## src/rtl/pwmcmp_pkg.sv

```systemverilog
package pwmcmp_pkg;
  localparam int VAL_W = 16;
  localparam int PER_W = 4;

  typedef struct packed {
    logic             en;
    logic [PER_W-1:0] per;
  } cmpCfg_t;

  typedef struct packed {
    logic shValWr;
    logic shCfgWr;
    logic xfer;
  } ctrlStb_t;
endpackage

```

## src/rtl/pwmcmp_ctrl.sv

```systemverilog
module pwmcmp_ctrl
  import pwmcmp_pkg::*;
(
  input  logic             clk,
  input  logic             rstN,
  input  logic             valWrEn,
  input  logic             cfgWrEn,
  input  logic             periodEnd,
  input  logic [PER_W-1:0] actPer,
  output ctrlStb_t         stb,
  output logic [PER_W-1:0] updCount,
  output logic             pending
);
  logic instant;

  assign instant     = periodEnd && (updCount == actPer);
  assign stb.shValWr = valWrEn;
  assign stb.shCfgWr = cfgWrEn;
  assign stb.xfer    = instant && pending;

  always_ff @(posedge clk) begin
    if (!rstN) begin
      pending  <= 1'b0;
      updCount <= '0;
    end else begin
      if (cfgWrEn)       pending <= 1'b1;
      else if (stb.xfer) pending <= 1'b0;
      if (periodEnd) begin
        if (instant) updCount <= '0;
        else         updCount <= updCount + 1'b1;
      end
    end
  end


  pend_set_chk: assert property (@(posedge clk) disable iff (!rstN)
    cfgWrEn |=> pending);


  pend_clr_chk: assert property (@(posedge clk) disable iff (!rstN)
    (stb.xfer && !cfgWrEn) |=> !pending);


  upd_range_chk: assert property (@(posedge clk) disable iff (!rstN)
    updCount <= actPer);


  upd_hold_chk: assert property (@(posedge clk) disable iff (!rstN)
    !periodEnd |=> $stable(updCount));
endmodule

```

## src/rtl/pwmcmp_dpath.sv

```systemverilog
module pwmcmp_dpath
  import pwmcmp_pkg::*;
(
  input  logic             clk,
  input  logic             rstN,
  input  ctrlStb_t         stb,
  input  logic [VAL_W-1:0] valWrData,
  input  cmpCfg_t          cfgWrData,
  input  logic [VAL_W-1:0] periodCnt,
  output logic [VAL_W-1:0] actVal,
  output cmpCfg_t          actCfg,
  output logic             matchPulse
);
  logic [VAL_W-1:0] shVal;
  cmpCfg_t          shCfg;
  logic             hit;
  logic             hitPrev;

  assign hit = actCfg.en && (periodCnt == actVal);

  always_ff @(posedge clk) begin
    if (!rstN) begin
      shVal      <= '0;
      shCfg      <= '0;
      actVal     <= '0;
      actCfg     <= '0;
      hitPrev    <= 1'b0;
      matchPulse <= 1'b0;
    end else begin
      if (stb.shValWr) shVal <= valWrData;
      if (stb.shCfgWr) shCfg <= cfgWrData;
      if (stb.xfer) begin
        actVal <= shVal;
        actCfg <= shCfg;
      end
      hitPrev    <= hit;
      matchPulse <= hit && !hitPrev;
    end
  end


  act_stable_chk: assert property (@(posedge clk) disable iff (!rstN)
    !stb.xfer |=> ($stable(actVal) && $stable(actCfg)));


  pulse_width_chk: assert property (@(posedge clk) disable iff (!rstN)
    matchPulse |=> !matchPulse);


  pulse_en_chk: assert property (@(posedge clk) disable iff (!rstN)
    matchPulse |-> $past(actCfg.en));


  pulse_val_chk: assert property (@(posedge clk) disable iff (!rstN)
    matchPulse |-> ($past(periodCnt) == $past(actVal)));
endmodule

```

## src/rtl/dbl_pwm_compare.sv

```systemverilog
module dbl_pwm_compare
  import pwmcmp_pkg::*;
(
  input  logic             clk,
  input  logic             rstN,
  input  logic             valWrEn,
  input  logic [VAL_W-1:0] valWrData,
  input  logic             cfgWrEn,
  input  logic             cfgWrEnable,
  input  logic [PER_W-1:0] cfgWrPeriod,
  input  logic [VAL_W-1:0] periodCnt,
  input  logic             periodEnd,
  output logic             matchPulse,
  output logic [VAL_W-1:0] activeValue,
  output logic             activeEnable,
  output logic [PER_W-1:0] activeUpdPeriod,
  output logic [PER_W-1:0] updCount,
  output logic             xferPending
);
  ctrlStb_t stb;
  cmpCfg_t  cfgIn;
  cmpCfg_t  actCfg;

  assign cfgIn.en        = cfgWrEnable;
  assign cfgIn.per       = cfgWrPeriod;
  assign activeEnable    = actCfg.en;
  assign activeUpdPeriod = actCfg.per;

  pwmcmp_ctrl u_ctrl (
    .clk      (clk),
    .rstN     (rstN),
    .valWrEn  (valWrEn),
    .cfgWrEn  (cfgWrEn),
    .periodEnd(periodEnd),
    .actPer   (actCfg.per),
    .stb      (stb),
    .updCount (updCount),
    .pending  (xferPending)
  );

  pwmcmp_dpath u_dpath (
    .clk       (clk),
    .rstN      (rstN),
    .stb       (stb),
    .valWrData (valWrData),
    .cfgWrData (cfgIn),
    .periodCnt (periodCnt),
    .actVal    (activeValue),
    .actCfg    (actCfg),
    .matchPulse(matchPulse)
  );
endmodule

```

## config.mk

```make
export PLATFORM = sky130hd
export DESIGN_NAME = dbl_pwm_compare
export DESIGN_NICKNAME = d
export VERILOG_FILES = /design/src/rtl/pwmcmp_pkg.sv /design/src/rtl/pwmcmp_ctrl.sv /design/src/rtl/pwmcmp_dpath.sv /design/src/rtl/dbl_pwm_compare.sv
export SDC_FILE = /design/constraint.sdc
export NUM_CORES = 1
export LEC_CHECK = 0
export ABC_AREA = 0
export BUFFER_PORTS_ARGS = -buffer_cell sky130_fd_sc_hd__buf_2
export CORE_UTILIZATION = 45
export DETAILED_ROUTE_END_ITERATION = 8
export PLACE_DENSITY = 0.82
export SYNTH_ARGS = -nofsm -noshare
export SYNTH_HDL_FRONTEND = slang
export SYNTH_SLANG_ARGS = --single-unit
```

## constraint.sdc

```tcl
create_clock -name clk -period 1.41 [get_ports clk]
set_clock_uncertainty 0.05 [all_clocks]
set_input_delay 0.282 -clock clk [delete_from_list [all_inputs] [get_ports clk]]
set_output_delay 0.282 -clock clk [all_outputs]
set_load 0.01 [all_outputs]
```

# --- Word level (Yosys, flattened, before mapping) ---
# Cells that the tools add are included.
classes:
  addsub: 1
  n_eq_ne: 2
  mux: 3
  n_reduce_logical: 6
op_table:
  columns: ["operator", "n"]
  rows:
  - ["equality test 16 bit", 1]
  - ["adder 4 x 1 -> 4 bit (second input constant)", 1]
  - ["equality test 4 bit", 1]
  - ["logical AND 1 bit", 4]
  - ["two-way mux 4 bit", 1]
  - ["two-way mux 1 bit", 2]
  - ["nonzero test 2 bit", 1]
  - ["logical NOT 1 bit", 1]
totals:
  ff_bits: 49

# --- Logic depth before layout (Yosys ltp) ---
# Gate-level depths: netlist of the first run.
logic_depth:
  ltp_word: 5
  ltp_mapped: 5
  depth_no_buf: 4

# --- By module ---
# Synthesis of the first run repeated with hierarchy kept, for this count alone.
hier_totals:
  cells_unflattened: 195
  hier_area_um2: 2083.2
modules_own_cells:
  columns: ["module", "instances", "cells_per_inst", "area_each_um2", "seq_area_each_um2"]
  rows:
  - ["pwmcmp_dpath", 1, 162, 1800.5, 880.8]
  - ["pwmcmp_ctrl", 1, 33, 282.8, 100.1]

# --- Worst setup path after synthesis of the first run ---
# Ideal clock, no wire load.
synth_timing:
  path_type: "register -> register"
  from: "register u_ctrl.updCount[2]"
  to: "register, netlist name u_dpath.actCfg[0]"
  setup_ps: 72
  t_arrival_ps: 1296
  required_time_ps: 1288
  setup_slack_ps: -8
  path_stages_with_launch: 6
  synth_period_minus_slack_ps: 1418
  cell_sequence: "dfxtp_1 xnor2_1 nand3_1 nor3_4 buf_6 mux2i_1"
synth_between:
  elab_chain_cells: 3
synth_rtl:
  columns: ["element", "line_no", "text"]
  rows:
  - ["start, declared", "pwmcmp_ctrl.sv:11", "output logic [PER_W-1:0] updCount,"]
  - ["start signal, assigned", "pwmcmp_ctrl.sv:30", "else updCount <= updCount + 1'b1;"]
  - ["equality test 4 bit", "pwmcmp_ctrl.sv:16", "assign instant = periodEnd && (updCount == actPer);"]
  - ["logical AND 1 bit", "pwmcmp_ctrl.sv:16", null]
  - ["logical AND 1 bit", "pwmcmp_ctrl.sv:19", "assign stb.xfer = instant && pending;"]
# Every way passes these cells.
# A chain may end at the register's enable or synchronous reset.

# --- Final worst setup path of the first run ---
layout_timing:
  from: "register u_ctrl.updCount[2]"
  to: "register u_dpath.actVal[10]"
layout_between:
  elab_chain_cells: 3
layout_rtl:
  columns: ["element", "line_no", "text"]
  rows:
  - ["equality test 4 bit", "pwmcmp_ctrl.sv:16", null]
  - ["logical AND 1 bit", "pwmcmp_ctrl.sv:16", null]
  - ["logical AND 1 bit", "pwmcmp_ctrl.sv:19", null]
  - ["end signal, assigned", "pwmcmp_dpath.sv:33", "actVal <= shVal;"]
  - ["end, declared", "pwmcmp_dpath.sv:10", "output logic [VAL_W-1:0] actVal,"]
# Every way passes these cells.

==> flow_summary.ini, run 1 <==
[route]
wl_per_cell_um = 12.8
num_vias = 1692
post-route-drc-count = 0
wl_um = 4470
drt_iter0_drc = 53
firstDrtPassIters = 4
vias_per_cell = 4.85
postRouteAntennaNets = 0

[grt]
grt_max_degree = 23
grt_pass1_wl_um = 6810
overflow = 0
grtUsageTotal = 0.175
antenna_found_initial = 0
first_global_vias = 1569

[power]
clkPwrFrac = 0.284
sw_frac_of_total = 0.249
intPower_mw = 1.99
powerDensity_nw_per_um2 = 942
power_mw = 2.65
switchingPower_mw = 0.661
p_leak_nw = 1.31
peakVddDrop_mv = 0.611
power_frac_seq = 0.555
power_frac_comb = 0.161

[clocking]
htreeDepth = 2
clk_latency_ns = 0.29
clk_path_buf_depth = 2
cts_buffers = 5
clockRootBuffer = clkbuf_8
cts_sinks = 49
cts.clk_slew.worst_paths_ns = 0.09
cts_tree = yes

[worst_setup_path]
cp-start-kind = flop
critical-path-max-stage-delay_ns = 0.37
cp.arrival_ns = 1.64
crit_chain = xnor2_2 > nand3_2 > nor3_4 > buf_6 > clkbuf_16 > mux2i_1
cp.required_ns = 1.58
cp_max_fo = 8
path_class = reg2reg
slowest_stage = dfxtp_4
critPathCaptureType = flop

[logic_synthesis]
synth_commonest_cells = 49 x dfxtp_1, 47 x nand2_1, 42 x mux2i_1
synthCells = 215
synthFlopType = dfxtp_1
ys_ff_latch = 49
yosysMostFrequentCell = dfxtp_1
ys_warn_count = 0
async_flop_share = 0
synth_cell_types = 21
seq_area_frac_synth = 0.467
syn_area_um2 = 2100
synthTopCellsByArea = dfxtp_1 47%, mux2i_1 20%, nand2_1 8.4%
synth_edf_count = 0
synth.avg_cell_area_um2 = 9.78
yosysTopAreaCell = dfxtp_1
syn_nets = 258
synth_top_area_frac = 0.467

[finish]
diodes = 0
areaGrowthSynthToFinish_pct = 33.9
fin_util = 0.638
postLayoutCellArea_um2 = 2820
drive_gt1_frac = 0.380
final_nets = 341

[floorplan]
chipWidth_um = 70.3
start_util = 0.476
num_io_pins = 69
dieArea_um2 = 4950
core.rowCount = 24
fp.dieH_um = 70.3
core_um2 = 4410

[timing]
hold_slack_ns = 0.190
setup_violations = 16
worstMarginPinSlew_ns = 0.272
fmaxAchievable_mhz = 682
finalCriticalPeriod_ns = 1.47
fin_ws_ns = -0.0570
rsz0062_at_grt = true
max_slew_margin = 0.817
period_share = 1.04
finalHoldViolations = 0
drv_slew = 0

[flow_run]
maxCapViolCount = 0

[outcome]
violations = setup timing
status = complete, but fails checks

[hold_path]
hold_class = in2reg

[placed_design]
portBuffers = 68
place_hpwl_um = 3130
gp_congestion = 0.727
placed_cell_area_um2 = 2580
[layer usage]
metal / up-vias / track usage / wire [um]
met5: - / 0 / 0
met4: 0 / 0.0511 / 98
met3: 10 / 0.0592 / 258
met2: 49 / 0.297 / 2110
met1: 767 / 0.209 / 2000
li1: 866 / - / -
[area by class of cell]
type	instances	area, um^2
repair buffers	88	558
fillers	373	1600
clock buffers	5	68.8
multi-input cells	153	1120
inverters	1	3.75
clock inverters	1	5.00
flip-flops and latches	49	993
well taps	52	65.1
[cells in the final DEF, fill, tap and decap left out, drive strengths merged, types with 2 or more instances in the layout]
master	synthesis	layout
o22ai	2	2
nand3	2	2
nand2	47	47
nor2	3	3
clkbuf	7	7
nor2b	21	21
nor4	4	4
dfxtp	49	49
nor3	2	2
buf	5	86
mux2i	42	42
o21ai	2	2
nand2b	3	3
xor2	18	18
nand4	2	2
xnor2	3	3
[per-stage QoR]
step | setup TNS, ns | setup slack (ns) | instances
detailed placement | -0.0968 | -0.0467 | 338
finish | -0.580 | -0.0570 | 349
global route | -1.64 | -0.107 | 349
global placement | -0.0217 | -0.0217 | 338
floorplan | 0 | 0.0218 | 215
CTS | -0.320 | -0.0405 | 344
[path summary, 6_finish.rpt]
| check | start | endpoint | slack, ns | depth (start not counted) |
|---|---|---|---|---|
| setup / recovery | u_ctrl.updCount[2] | u_dpath.actVal[10] | -0.06 | 6 |
| hold / removal | valWrData[6] | u_dpath.shVal[6] | 0.19 | 3 |
| setup reg to reg | u_ctrl.updCount[2] | u_dpath.actVal[10] | -0.06 | 6 |
| hold reg to reg | u_dpath.hitPrev | u_dpath.matchPulse | 0.36 | 1 |
[flip-flops by register name, indices dropped and copies added, names as in the netlist]
| register | flops |
|---|---|
| u_dpath.shCfg | 5 |
| u_ctrl.pending | 1 |
| u_ctrl.updCount | 4 |
| u_dpath.shVal | 16 |
| u_dpath.actVal | 16 |
| u_dpath.actCfg | 5 |
| u_dpath.hitPrev | 1 |
| u_dpath.matchPulse | 1 |
[critical path: cells and delay by family (launching register included)]
family	cells	cell delay, ns
muxes	1	0.17
DFF	1	0.37
xor gates and xnor gates	1	0.14
buffers and inverters	2	0.32
and+or+nand+nor	2	0.34
[power groups by stage]
stage / logic, mW / registers (mW) / clock network [mW]
after floorplan: 0.210 / 1.51 / 0
after global placement: 0.361 / 1.50 / 0
after detailed placement: 0.369 / 1.50 / 0
after CTS: 0.373 / 1.47 / 0.776
after global routing: 0.464 / 1.48 / 0.822
final: 0.426 / 1.47 / 0.754
[what timing repair did]
item / 4_1_cts / 5_1_grt
endpoints found under the hold margin: 0 / 0
resized for setup: 2 / 18
setup buffers: 0 / 3
hold buffers: 0 / 0
endpoints found under the setup margin: 18 / 23
gates cloned: 0 / 2
pin swaps: 0 / 5
[cell families after synthesis]
group | Yosys count | share of synthesized area
adder cells (fa/ha/maj) | 1 | 0.00595
buffers and inverters | 13 | 0.0321
XOR/XNOR | 21 | 0.0875
AND/OR/NAND/NOR | 85 | 0.197
multiplexers | 42 | 0.200
flip-flops | 49 | 0.467
AO/OA/AOI/OAI | 4 | 0.0107
No activity file was read; power rests on OpenSTA's default activity.
==> run 2, diff against run 1 <==
--- a/config.mk
+++ b/config.mk
@@ -9,7 +9,7 @@
 export BUFFER_PORTS_ARGS = -buffer_cell sky130_fd_sc_hd__buf_2
 export CORE_UTILIZATION = 45
 export DETAILED_ROUTE_END_ITERATION = 8
-export PLACE_DENSITY = 0.82
+export PLACE_DENSITY_LB_ADDON = 0.08
 export SYNTH_ARGS = -nofsm -noshare
 export SYNTH_HDL_FRONTEND = slang
 export SYNTH_SLANG_ARGS = --single-unit
==> flow_summary.ini, run 2 (same netlist as run 1, synthesis figures left out) <==
[worst_setup_path]
cp.required_ns = 1.58
reg2reg_slack_ns = -0.03
path_class = reg2reg
rr_startpoint = u_dpath.actCfg[2]
cp.arrival_ns = 1.62
rr_endpoint = u_dpath.actVal[13]
cp-start-kind = flop
ff2ff_path_depth = 5
cp_max_fo = 7
critPathCaptureType = flop

[timing]
fin_ws_ns = -0.0346
finalHoldViolations = 0
fmaxAchievable_mhz = 692
drv_slew = 0
max_slew_margin = 0.785
setup_violations = 6
period_share = 1.02
rsz0062_at_grt = true
worstMarginPinSlew_ns = 0.322
finalCriticalPeriod_ns = 1.44

[clocking]
cts_buffers = 5
cts_setup_buffers = 0
clk_latency_ns = 0.30
htreeDepth = 2
cts.clk_slew.worst_paths_ns = 0.08
cts_sinks = 49
clk_path_buf_depth = 2
clockRootBuffer = clkbuf_8
cts_tree = yes

[floorplan]
num_io_pins = 69
start_util = 0.476
dieArea_um2 = 4950
chipWidth_um = 70.3
core.rowCount = 24
fp.dieH_um = 70.3
core_um2 = 4410

[finish]
final_nets = 336
final_cell_mix = 68 x buf_2, 47 x nand2_1, 46 x dfxtp_1
regArea_um2 = 985
diodes = 0
top_regs = u_dpath.actVal (16), u_dpath.shVal (16)
nFillCells = 413
fin_util = 0.615
drive_gt1_frac = 0.341
multiInputGateArea_um2 = 1080
postLayoutCellArea_um2 = 2710
final_common_cell = buf_2
areaGrowthSynthToFinish_pct = 29.0

[power]
power_mw = 2.79
powerDensity_nw_per_um2 = 1030
p_leak_nw = 1.27
peakVddDrop_mv = 0.757

[route]
firstDrtPassIters = 4
postRouteAntennaNets = 0
num_vias = 1646
wl_um = 4270
post-route-drc-count = 0
vias_per_cell = 4.77
wl_per_cell_um = 12.4
drt_iter0_drc = 43

[outcome]
status = complete, but fails checks
violations = setup timing

[placed_design]
placed_cell_area_um2 = 2570
place_hpwl_um = 3180
portBuffers = 68
gp_congestion = 0.706

[grt]
grtUsageTotal = 0.178
grt_pass1_wl_um = 6890
grt_max_degree = 35
overflow = 0
first_global_vias = 1499
antenna_found_initial = 0

[flow_run]
maxCapViolCount = 0

[hold_path]
holdPathEnd = u_dpath.shVal[6]
hold_path_depth = 3
hold_start = valWrData[6]
hold_class = in2reg
[run 2: metrics by stage]
stage | hold WS, ns | TNS (ns) | cells | setup slack (ns)
detailed placement | 0.340 | -0.0544 | 338 | -0.0429
global route | 0.178 | -1.97 | 345 | -0.135
finish | 0.185 | -0.0942 | 345 | -0.0346
floorplan | 0.322 | 0 | 215 | 0.0218
CTS | 0.177 | -0.261 | 345 | -0.0258
global placement | 0.340 | 0 | 338 | 0.00492
[run 2: area by class of cell]
| class | instances | share of cell area |
|---|---|---|
| multi-input combinational | 153 | 0.399 |
| tap | 52 | 0.0240 |
| clock buffer | 5 | 0.0254 |
| sequential | 49 | 0.363 |
| clock inverter | 2 | 0.0129 |
| timing repair buffer | 83 | 0.174 |
| inverter | 1 | 0.00138 |
[run 2: how the worst max path moves through the flow]
stage / cells after the start / start / endpoint / slack (ns)
5_1_grt: 5 / u_dpath.actCfg[3] / u_dpath.actVal[11] / -0.14
4_1_cts: 5 / u_dpath.actCfg[1] / u_dpath.actVal[4] / -0.03
6_report: 5 / u_dpath.actCfg[2] / u_dpath.actVal[13] / -0.03
3_3_place_gp: 5 / periodCnt[11] / u_dpath.matchPulse / 0.005
3_5_place_dp: 5 / periodCnt[11] / u_dpath.matchPulse / -0.04
2_1_floorplan: 5 / u_ctrl.updCount[3] / u_dpath.actCfg[0] / 0.02
[run 2: timing repair]
item | 4_1_cts | 5_1_grt
gates resized for setup | 1 | 8
setup endpoints to repair | 16 | 22
hold buffers | 0 | 0
pin swaps | 0 | 3
[run 2: power by group]
group / switching [mW] / leakage (nW) / internal [mW]
sequential: 0.0342 / 0.402 / 1.44
clock: 0.436 / 0.0540 / 0.515
combinational: 0.180 / 0.814 / 0.189
[run 2: per-layer routing]
layer | global-route usage | part of all wire | up-vias
met5 | 0 | 0 | -
met4 | 0.0667 | 0.016 | 0
met3 | 0.0548 | 0.059 | 7
met2 | 0.266 | 0.44 | 47
met1 | 0.240 | 0.49 | 734
li1 | - | - | 858
[run 2: worst max-delay path: stages, from the launching register on]
cell and delay [ns]:
dfxtp_1 0.33, xnor2_1 0.19, nand3_2 0.13, nor3_4 0.27, buf_6 0.19, mux2i_2 0.21
